**src/rtl/stim_seq_pkg.sv**
```systemverilog
package stim_seq_pkg;

    // Ring position that steps the pattern counter
    localparam int ADV_POS  = 0;
    // Ring position presented as the device clock
    localparam int DCLK_POS = 2;
    // Ring position presented as the compare strobe
    localparam int STRB_POS = 3;

    typedef struct packed {
        logic adv;
        logic dclk;
        logic strb;
    } phase_taps_t;

    // Bit 0 of a remapped code: cleared when the remap is on and the
    // upper bits of the remap field are all ones
    function automatic logic remap_bit0(input logic b0,
                                        input logic upper_ones,
                                        input logic en);
        return b0 & ~(en & upper_ones);
    endfunction

endpackage

```
**src/rtl/phase_ring.sv**
```systemverilog
module phase_ring
    import stim_seq_pkg::*;
#(
    parameter int RING_LEN = 5
) (
    input  logic        clk,
    input  logic        rst,
    output phase_taps_t taps
);

    localparam int LAST = RING_LEN - 1;

    logic [RING_LEN-1:0] ring_q;
    logic [RING_LEN-1:0] ring_d;

    // Position 0 is refilled only when every other position but the
    // last is empty, so extra tokens shift out and an empty ring refills.
    assign ring_d[0] = ~|ring_q[LAST-1:0];

    generate
        for (genvar i = 1; i < RING_LEN; i++) begin : g_shift
            assign ring_d[i] = ring_q[i-1];
        end
    endgenerate

    always_ff @(posedge clk) begin
        if (rst) begin
            ring_q <= RING_LEN'(1);
        end else begin
            ring_q <= ring_d;
        end
    end

    always_comb begin
        taps.adv  = ring_q[ADV_POS];
        taps.dclk = ring_q[DCLK_POS];
        taps.strb = ring_q[STRB_POS];
    end

    assert_single_token_R2: assert property (@(posedge clk) disable iff (rst)
        $countones(ring_q) == 1);

    assert_ring_wraps_R3: assert property (@(posedge clk) disable iff (rst)
        ring_q[LAST] |=> ring_q[0]);

endmodule

```
**src/rtl/pattern_counter.sv**
```systemverilog
module pattern_counter #(
    parameter int CNT_W = 12,
    parameter int OUT_W = 10
) (
    input  logic             clk,
    input  logic             rst,
    input  logic             adv,
    output logic [OUT_W-1:0] cnt_lo
);

    logic [CNT_W-1:0] cnt_q;

    always_ff @(posedge clk) begin
        if (rst) begin
            cnt_q <= '0;
        end else if (adv) begin
            cnt_q <= cnt_q + CNT_W'(1);
        end
    end

    assign cnt_lo = cnt_q[OUT_W-1:0];

    assert_step_by_one_R4: assert property (@(posedge clk) disable iff (rst)
        adv |=> cnt_q == CNT_W'($past(cnt_q) + CNT_W'(1)));

    assert_hold_between_steps_R4: assert property (@(posedge clk) disable iff (rst)
        !adv |=> $stable(cnt_q));

endmodule

```
**src/rtl/skip_remap.sv**
```systemverilog
module skip_remap
    import stim_seq_pkg::*;
#(
    parameter int OUT_W  = 10,
    parameter int SKIP_W = 4
) (
    input  logic             skip_en,
    input  logic [OUT_W-1:0] cnt_lo,
    output logic [OUT_W-1:0] pat
);

    generate
        if (SKIP_W >= 2 && OUT_W >= SKIP_W) begin : g_remap
            logic upper_ones;
            assign upper_ones = &cnt_lo[SKIP_W-1:1];
            assign pat = {cnt_lo[OUT_W-1:1],
                          remap_bit0(cnt_lo[0], upper_ones, skip_en)};
        end else begin : g_pass
            logic unused_en;
            assign unused_en = skip_en;
            assign pat = cnt_lo;
        end
    endgenerate

endmodule

```
**src/rtl/stim_pattern_seq.sv**
```systemverilog
module stim_pattern_seq
    import stim_seq_pkg::*;
#(
    parameter int RING_LEN = 5,
    parameter int CNT_W    = 12,
    parameter int OUT_W    = 10,
    parameter int SKIP_W   = 4
) (
    input  logic             clk,
    input  logic             rst,
    input  logic             skip_en,
    output logic [OUT_W-1:0] pattern,
    output logic             dev_clk,
    output logic             strobe
);

    phase_taps_t      taps;
    logic [OUT_W-1:0] cnt_lo;

    phase_ring #(.RING_LEN(RING_LEN)) u_ring (
        .clk  (clk),
        .rst  (rst),
        .taps (taps)
    );

    pattern_counter #(.CNT_W(CNT_W), .OUT_W(OUT_W)) u_cnt (
        .clk    (clk),
        .rst    (rst),
        .adv    (taps.adv),
        .cnt_lo (cnt_lo)
    );

    skip_remap #(.OUT_W(OUT_W), .SKIP_W(SKIP_W)) u_remap (
        .skip_en (skip_en),
        .cnt_lo  (cnt_lo),
        .pat     (pattern)
    );

    assign dev_clk = taps.dclk;
    assign strobe  = taps.strb;

    assert_strobe_follows_clock_R3: assert property (@(posedge clk) disable iff (rst)
        dev_clk |=> strobe);

    assert_pulses_exclusive_R2: assert property (@(posedge clk) disable iff (rst)
        !(dev_clk && strobe));

    assert_strobe_single_tick_R2: assert property (@(posedge clk) disable iff (rst)
        strobe |=> !strobe);

    assert_pattern_still_at_strobe_R4: assert property (@(posedge clk) disable iff (rst)
        dev_clk && $stable(skip_en) |=> $stable(pattern));

    assert_no_all_ones_R6: assert property (@(posedge clk) disable iff (rst)
        skip_en |-> pattern[SKIP_W-1:0] != {SKIP_W{1'b1}});

    assert_passthrough_R7: assert property (@(posedge clk) disable iff (rst)
        !skip_en |-> pattern == cnt_lo);

endmodule

```
**config.mk**
```make
export PLATFORM = sky130hd
export DESIGN_NAME = stim_pattern_seq
export DESIGN_NICKNAME = d
export VERILOG_FILES = /design/src/rtl/stim_seq_pkg.sv /design/src/rtl/phase_ring.sv /design/src/rtl/pattern_counter.sv /design/src/rtl/skip_remap.sv /design/src/rtl/stim_pattern_seq.sv
export SDC_FILE = /design/constraint.sdc
export NUM_CORES = 1
export LEC_CHECK = 0
export BUFFER_PORTS_ARGS = -buffer_cell sky130_fd_sc_hd__buf_2
export CAP_MARGIN = 20
export CORE_AREA = 2 2 39 41
export CTS_CLUSTER_DIAMETER = 100
export DETAILED_ROUTE_END_ITERATION = 8
export DIE_AREA = 0 0 41 43
export PLACE_DENSITY = 0.67
export SKIP_LAST_GASP = 1
export SYNTH_ARGS = -nofsm -noshare
export SYNTH_HDL_FRONTEND = slang
export SYNTH_SLANG_ARGS = --single-unit
```
**constraint.sdc**
```tcl
create_clock -name clk -period 1.8 [get_ports clk]
set_clock_uncertainty 0.2 [all_clocks]
set_input_delay 0.36 -clock clk [delete_from_list [all_inputs] [get_ports clk]]
set_output_delay 0.36 -clock clk [all_outputs]
set_load 0.1 [all_outputs]
```
==> reports/summary.txt, run 1 <==
Final HPWL DP = 785 µm
highest clock rate = 0.570 GHz
Core Box Area = 1380 µm²
nets = 83
outcome = finished clean
Tcrit/Tclk final = 97.5%
Yosys top cell by area = dfxtp_1
synth unique cells = 22
# hold bufs at CTS = 0
first-pass detailed-route iteration total = 2
vias in the first global route = 430
top area cells in the synthesized netlist = dfxtp_1, buf_4, xor2_1
WL/cell = 11.5 µm
Die H = 43 µm
maximum VDD drop = 0.518 mV
Mapped Cells = 67
slowest CP cell = dfxtp_2
Die X = 41 µm
max-cap violation count = 0
GRT Total Usage = 14.6%
grt met1 use = 17.0%
first-pass GRT wire length = 1730 µm
clock buffer depth = 2
Finished Core Util = 56.1%
average size of a mapped cell = 9.30 µm²
RePlAce Congestion = 0.707
unrepaired setup endpoints after global routing = false
share of layout cells above drive strength 1 = 37.2%
routing usage on met2 = 21.6%
Area Overhead vs Synth = 24.5%
PwrDens = 910 nW/µm²
final std cells w/o fill = 94
critical path class = flip-flop to output pin
CTS tree = done
Req. time, crit path = 1.24 ns
post-synthesis xor/xnor area fraction = 5.62%
via count = 475
Rel. slew slack = 68.0%
CTS root buf = clkbuf_4
final setup TNS = 0 ns
total wire length = 1080 µm
Placed Cells = 90
post-synth net total = 71
GRT overflow = 0
GRT Max-Usage Layer = met2
initial detailed-routing violation count = 5
Worst Path Arrival = 1.19 ns
depth of the CTS H-tree = 1
PortBufs = 14
static leakage = 0.337 nW
clk slew on worst S/H paths = 0.08 ns
Syn Std Cell Area = 623 µm²
Yosys reg bits = 14
Synth Area in Adders = 2.01%
total CTS buffers = 3
IO Count = 15
hold_ws = 0.215 ns
final slew viol count = 0
postcts setup bufs = 0
CP top delay family = flip-flops
simple-gate share of the synthesized area = 20.7%
filler cell count = 125
area fraction in compound gates after synthesis = 11.6%
starting density of the core = 45.0%
Site Rows = 14
mux cell area share after synthesis = 1.61%
number of nets with antenna violations after routing = 0
Ys Warns = 0
die area = 1760 µm²
Period minus WS final = 1.75 ns
worst-path maximum fanout = 5
ant diodes = 0
largest family of logic cells by synthesized area = simple AND/OR/NAND/NOR gates
Worst path max stage delay = 0.37 ns
CP Buf/Inv Count = 2
setup violators final = 0
Critical Path Source Type = flip-flop
clock latency at the later pin of the worst-skew pair = 0.27 ns
Num Clock Sinks = 14
vias per std cell = 5.05
Synth top area share = 45.0%
routing usage on met3 = 4.71%
final-report hold violation count = 0
initial antenna violation count = 0
DRC viols = 0
maximum number of pins on one net before global-route repair = 15
sequential-to-total area share from yosys stat = 45.0%
CP endpoint kind = output pin
crit path cell chain = buf_4, a41oi_4, buf_12
HP Class = primary input to flip-flop
Worst-Margin Slew = 0.483 ns
metrics by stage:
stage                     area [µm²]  total power, mW  setup slack (ns)
after floorplan                  642            0.453             0.137
after global placement           731            0.489             0.225
after detailed placement         731            0.491             0.169
after CTS                        769            0.713            0.0107
after global routing             776            0.736           0.00746
final                            776            0.706            0.0455
Yosys cell counts:
cell,instances
dfxtp_1,14
nor2b_1,3
a21oi_1,5
o31ai_1,2
buf_2,1
a41oi_1,1
xnor2_1,1
inv_1,2
or3_1,2
nand4_2,2
clkbuf_1,1
ha_1,1
buf_4,9
or4_1,2
o21ai_0,3
nand4_1,2
nand2_1,5
mux2i_1,1
nor2_1,5
or3_2,1
o41ai_1,1
xor2_1,3
worst register-to-register path: stages, from the launching register on:
cell and delay [ns]:
dfxtp_1 0.51, nand4_1 0.23, or4_1 0.50, a21oi_1 0.14
metal layers:
layer,part of all wire (%),routed length (µm)
met1,48,512
met2,46,492
met3,3.4,37
met4,3.2,35
met5,0,0
registers in the layout (all words and copies together) (netlist names):
name           cells
u_cnt.cnt_q       10
u_ring.ring_q      4
area by class of cell:
class                      count  area [µm²]  area share, %
sequential                    14         287           36.9
multi-input combinational     40         278           35.8
inverter                       2        7.51          0.968
tap                           16        20.0           2.58
clock buffer                   4        36.3           4.68
timing repair buffer          18         148           19.0
power breakdown:
group | total [mW] | switching (mW) | internal, mW | leakage [nW]
registers | 0.334 | 0.0123 | 0.322 | 0.116
clock network | 0.222 | 0.0988 | 0.123 | 0.0210
logic | 0.150 | 0.101 | 0.0488 | 0.200
cells by family (layout without fill, tap and decap cells):
group | count (synthesis) | in the layout
simple gates | 22 | 22
compound gates | 12 | 12
buf+inv | 13 | 24
xor+xnor | 4 | 4
fa+ha+maj | 1 | 1
mux | 1 | 1
flops | 14 | 14
cells in the final DEF, fill, tap and decap left out:
cell type,instances
a21oi_1,5
a41oi_4,1
buf_12,3
buf_2,10
buf_4,4
clkbuf_4,4
clkbuf_8,1
dfxtp_1,11
dfxtp_2,2
dfxtp_4,1
ha_1,1
inv_1,2
mux2i_1,1
nand2_1,5
nand4_1,2
nand4_2,2
nor2_1,5
nor2b_1,3
o21ai_0,3
o31ai_1,2
o41ai_1,1
or3_1,2
or3_2,1
or4_1,2
xnor2_1,1
xor2_1,3
final timing paths:
check                                                    to                         from  cells past startpoint  slack, ns
worst max-delay path                             pattern[0]  u_cnt.cnt_q[2]$_SDFFE_PP0P_                      3       0.05
worst min-delay path            u_cnt.cnt_q[1]$_SDFFE_PP0P_                          rst                      2       0.21
worst max register to register  u_cnt.cnt_q[9]$_SDFFE_PP0P_  u_ring.ring_q[0]$_SDFF_PP1_                      3       0.15
worst min register to register  u_ring.ring_q[0]$_SDFF_PP1_  u_ring.ring_q[1]$_SDFF_PP0_                      1       0.25
repair_timing:
| action | in CTS | in global routing |
|---|---|---|
| resized for setup | 2 | 3 |
| endpoints found under the setup margin | 1 | 2 |
| pin swaps | 0 | 1 |
(Power assumes the default switching activity.)
==> run 2, diff against run 1 <==
CORE_AREA = 2 2 46 48   (was 2 2 39 41)
DIE_AREA = 0 0 48 50   (was 0 0 41 43)
PLACE_DENSITY = 0.5   (was 0.67)
==> run 2 against run 1 <==
Against the previous run:
- final cell count grew 13%
- setup slack gained 0.0079 ns
- clock-buffer cell count did not move
- critical path depth down 1
- sequential share of layout area shrank 0.77 points
- clock power hardly changed
- combinational power is 3% higher
- critical path type unchanged
- maximum frequency rose by 0.46%
- non-clock buffer count is 1 higher
- critical endpoint is now pattern[1]
==> reports/summary.txt, run 2 (same netlist as run 1, synthesis figures left out) <==
highest clock rate = 0.573 GHz (+0.46%)
Site Rows = 16 (+2)
DRC viols = 0 (unchanged)
PwrDens = 896 nW/µm² (-1.6%)
vias in the first global route = 475 (+10%)
first-pass detailed-route iteration total = 2 (unchanged)
final setup TNS = 0 ns (unchanged)
IO Count = 15 (unchanged)
depth of the CTS H-tree = 1 (unchanged)
Final HPWL DP = 847 µm (+7.9%)
total power = 0.713 mW (+0.94%)
final slew viol count = 0 (unchanged)
clk slew on worst S/H paths = 0.09 ns (about the same)
maximum number of pins on one net before global-route repair = 15 (unchanged)
Req. time, crit path = 1.24 ns (about the same)
RePlAce Congestion = 0.739 (+4.4%)
Largest regs = u_cnt.cnt_q: 10 flops, u_ring.ring_q: 4 flops
via count = 492 (+3.6%)
clock latency at the later pin of the worst-skew pair = 0.28 ns (about the same)
GRT overflow = 0 (unchanged)
nets = 84 (+1.2%)
share of layout cells above drive strength 1 = 39.2% (+2.1 points)
Die H = 50 µm (+16%)
Worst-Margin Slew = 0.485 ns (+0.00156 ns)
critical path class = flip-flop to output pin
static leakage = 0.342 nW (+1.6%)
PortBufs = 14 (unchanged)
WL/cell = 10.9 µm (-4.9%)
number of nets with antenna violations after routing = 0 (unchanged)
final-report hold violation count = 0 (unchanged)
GRT Total Usage = 12.3% (-2.3 points)
initial antenna violation count = 0 (unchanged)
Critical Path Source Type = flip-flop
total wire length = 1160 µm (+7.2%)
total CTS buffers = 3 (unchanged)
worst-path maximum fanout = 5 (unchanged)
Rel. slew slack = 67.9% (-0.10 points)
CP top delay family = buffers and inverters
number of flip-flops in the largest register = 10 (unchanged)
maximum VDD drop = 0.415 mV (-20%)
Tcrit/Tclk final = 97.0% (-0.44 points)
Area Overhead vs Synth = 27.7%
Core Box Area = 1900 µm² (+37%)
Period minus WS final = 1.75 ns (-0.00795 ns)
Worst Path Arrival = 1.19 ns (about the same)
Worst path max stage delay = 0.43 ns (+0.06 ns)
Biggest register = u_cnt.cnt_q
HP Class = primary input to flip-flop
CTS tree = done
first-pass GRT wire length = 2090 µm (+21%)
CP Buf/Inv Count = 2 (unchanged)
die area = 2400 µm² (+36%)
max-cap violation count = 0 (unchanged)
initial detailed-routing violation count = 3 (-2)
commonest non-fill, non-tap cell in the layout = buf_2
slowest CP cell = buf_2
most frequent cells in the layout = buf_2, dfxtp_1
clock buffer depth = 2 (unchanged)
Die X = 48 µm (+17%)
unrepaired setup endpoints after global routing = false
starting density of the core = 32.8% (-12 points)
crit path cell chain = buf_4, buf_2
CTS root buf = clkbuf_4
ant diodes = 0 (unchanged)
CP endpoint kind = output pin
vias per std cell = 4.64 (-8.1%)
outcome = finished clean
Num Clock Sinks = 14 (unchanged)
setup violators final = 0 (unchanged)
-- run 2: cell count changes in the layout (fill, tap and decap cells not counted) --
cell | previous run | this run
clkbuf_4 | 4 | 3
buf_4 | 4 | 5
dfxtp_1 | 11 | 10
buf_2 | 10 | 11
dfxtp_2 | 2 | 3
-- run 2: layer usage --
metal | vias to the layer above | routed length, µm | global-route usage (%)
met4 | 0 | 12 | 4.05
met1 | 229 | 565 | 17.1
met2 | 11 | 510 | 16.0
li1 | 250 | - | -
met3 | 2 | 65 | 6.59
met5 | - | 0 | 0
-- run 2: worst paths after layout --
path | startpoint | end | slack, ns | depth (start not counted)
setup reg to reg | u_cnt.cnt_q[0]$_SDFFE_PP0P_ | u_cnt.cnt_q[8]$_SDFFE_PP0P_ | 0.18 | 5
hold / removal | rst | u_cnt.cnt_q[3]$_SDFFE_PP0P_ | 0.22 | 2
setup / recovery | u_cnt.cnt_q[1]$_SDFFE_PP0P_ | pattern[1] | 0.05 | 2
hold reg to reg | u_ring.ring_q[1]$_SDFF_PP0_ | u_ring.ring_q[0]$_SDFF_PP1_ | 0.24 | 1
-- run 2: cell type report --
type / instances / area, µm²
fill: 204 / 1110
sequential: 14 / 288
multi-input combinational: 40 / 278
timing repair buffer: 19 / 153
clock buffer: 4 / 36.3
tap: 27 / 33.8
inverter: 2 / 7.51
-- run 2: stage by stage --
stage | setup slack (ns) | cell area, µm² | utilization [%] | hold slack (ns) | instances
after floorplan | 0.137 | 642 | - | 0.218 | 67
after global routing | 0.00147 | 796 | 41.8 | 0.217 | 106
after detailed placement | 0.177 | 744 | 39.1 | 0.236 | 101
after global placement | 0.221 | 744 | 39.1 | 0.239 | 101
after CTS | 0.0218 | 785 | 41.3 | 0.215 | 105
final | 0.0534 | 796 | 41.8 | 0.220 | 106
-- run 2: report_power, final --
part | total (mW) | internal (mW) | switching (mW)
clock network | 0.225 | 0.123 | 0.102
registers | 0.333 | 0.323 | 0.0110
logic | 0.154 | 0.0509 | 0.103
total | 0.713 | 0.496 | 0.216
-- run 2: timing repair --
item / in CTS / in global routing
buffers inserted: 0 / 1
gates resized for setup: 2 / 3
hold buffers: 0 / 0
setup endpoints to repair: 1 / 2
pin swaps: 1 / 0
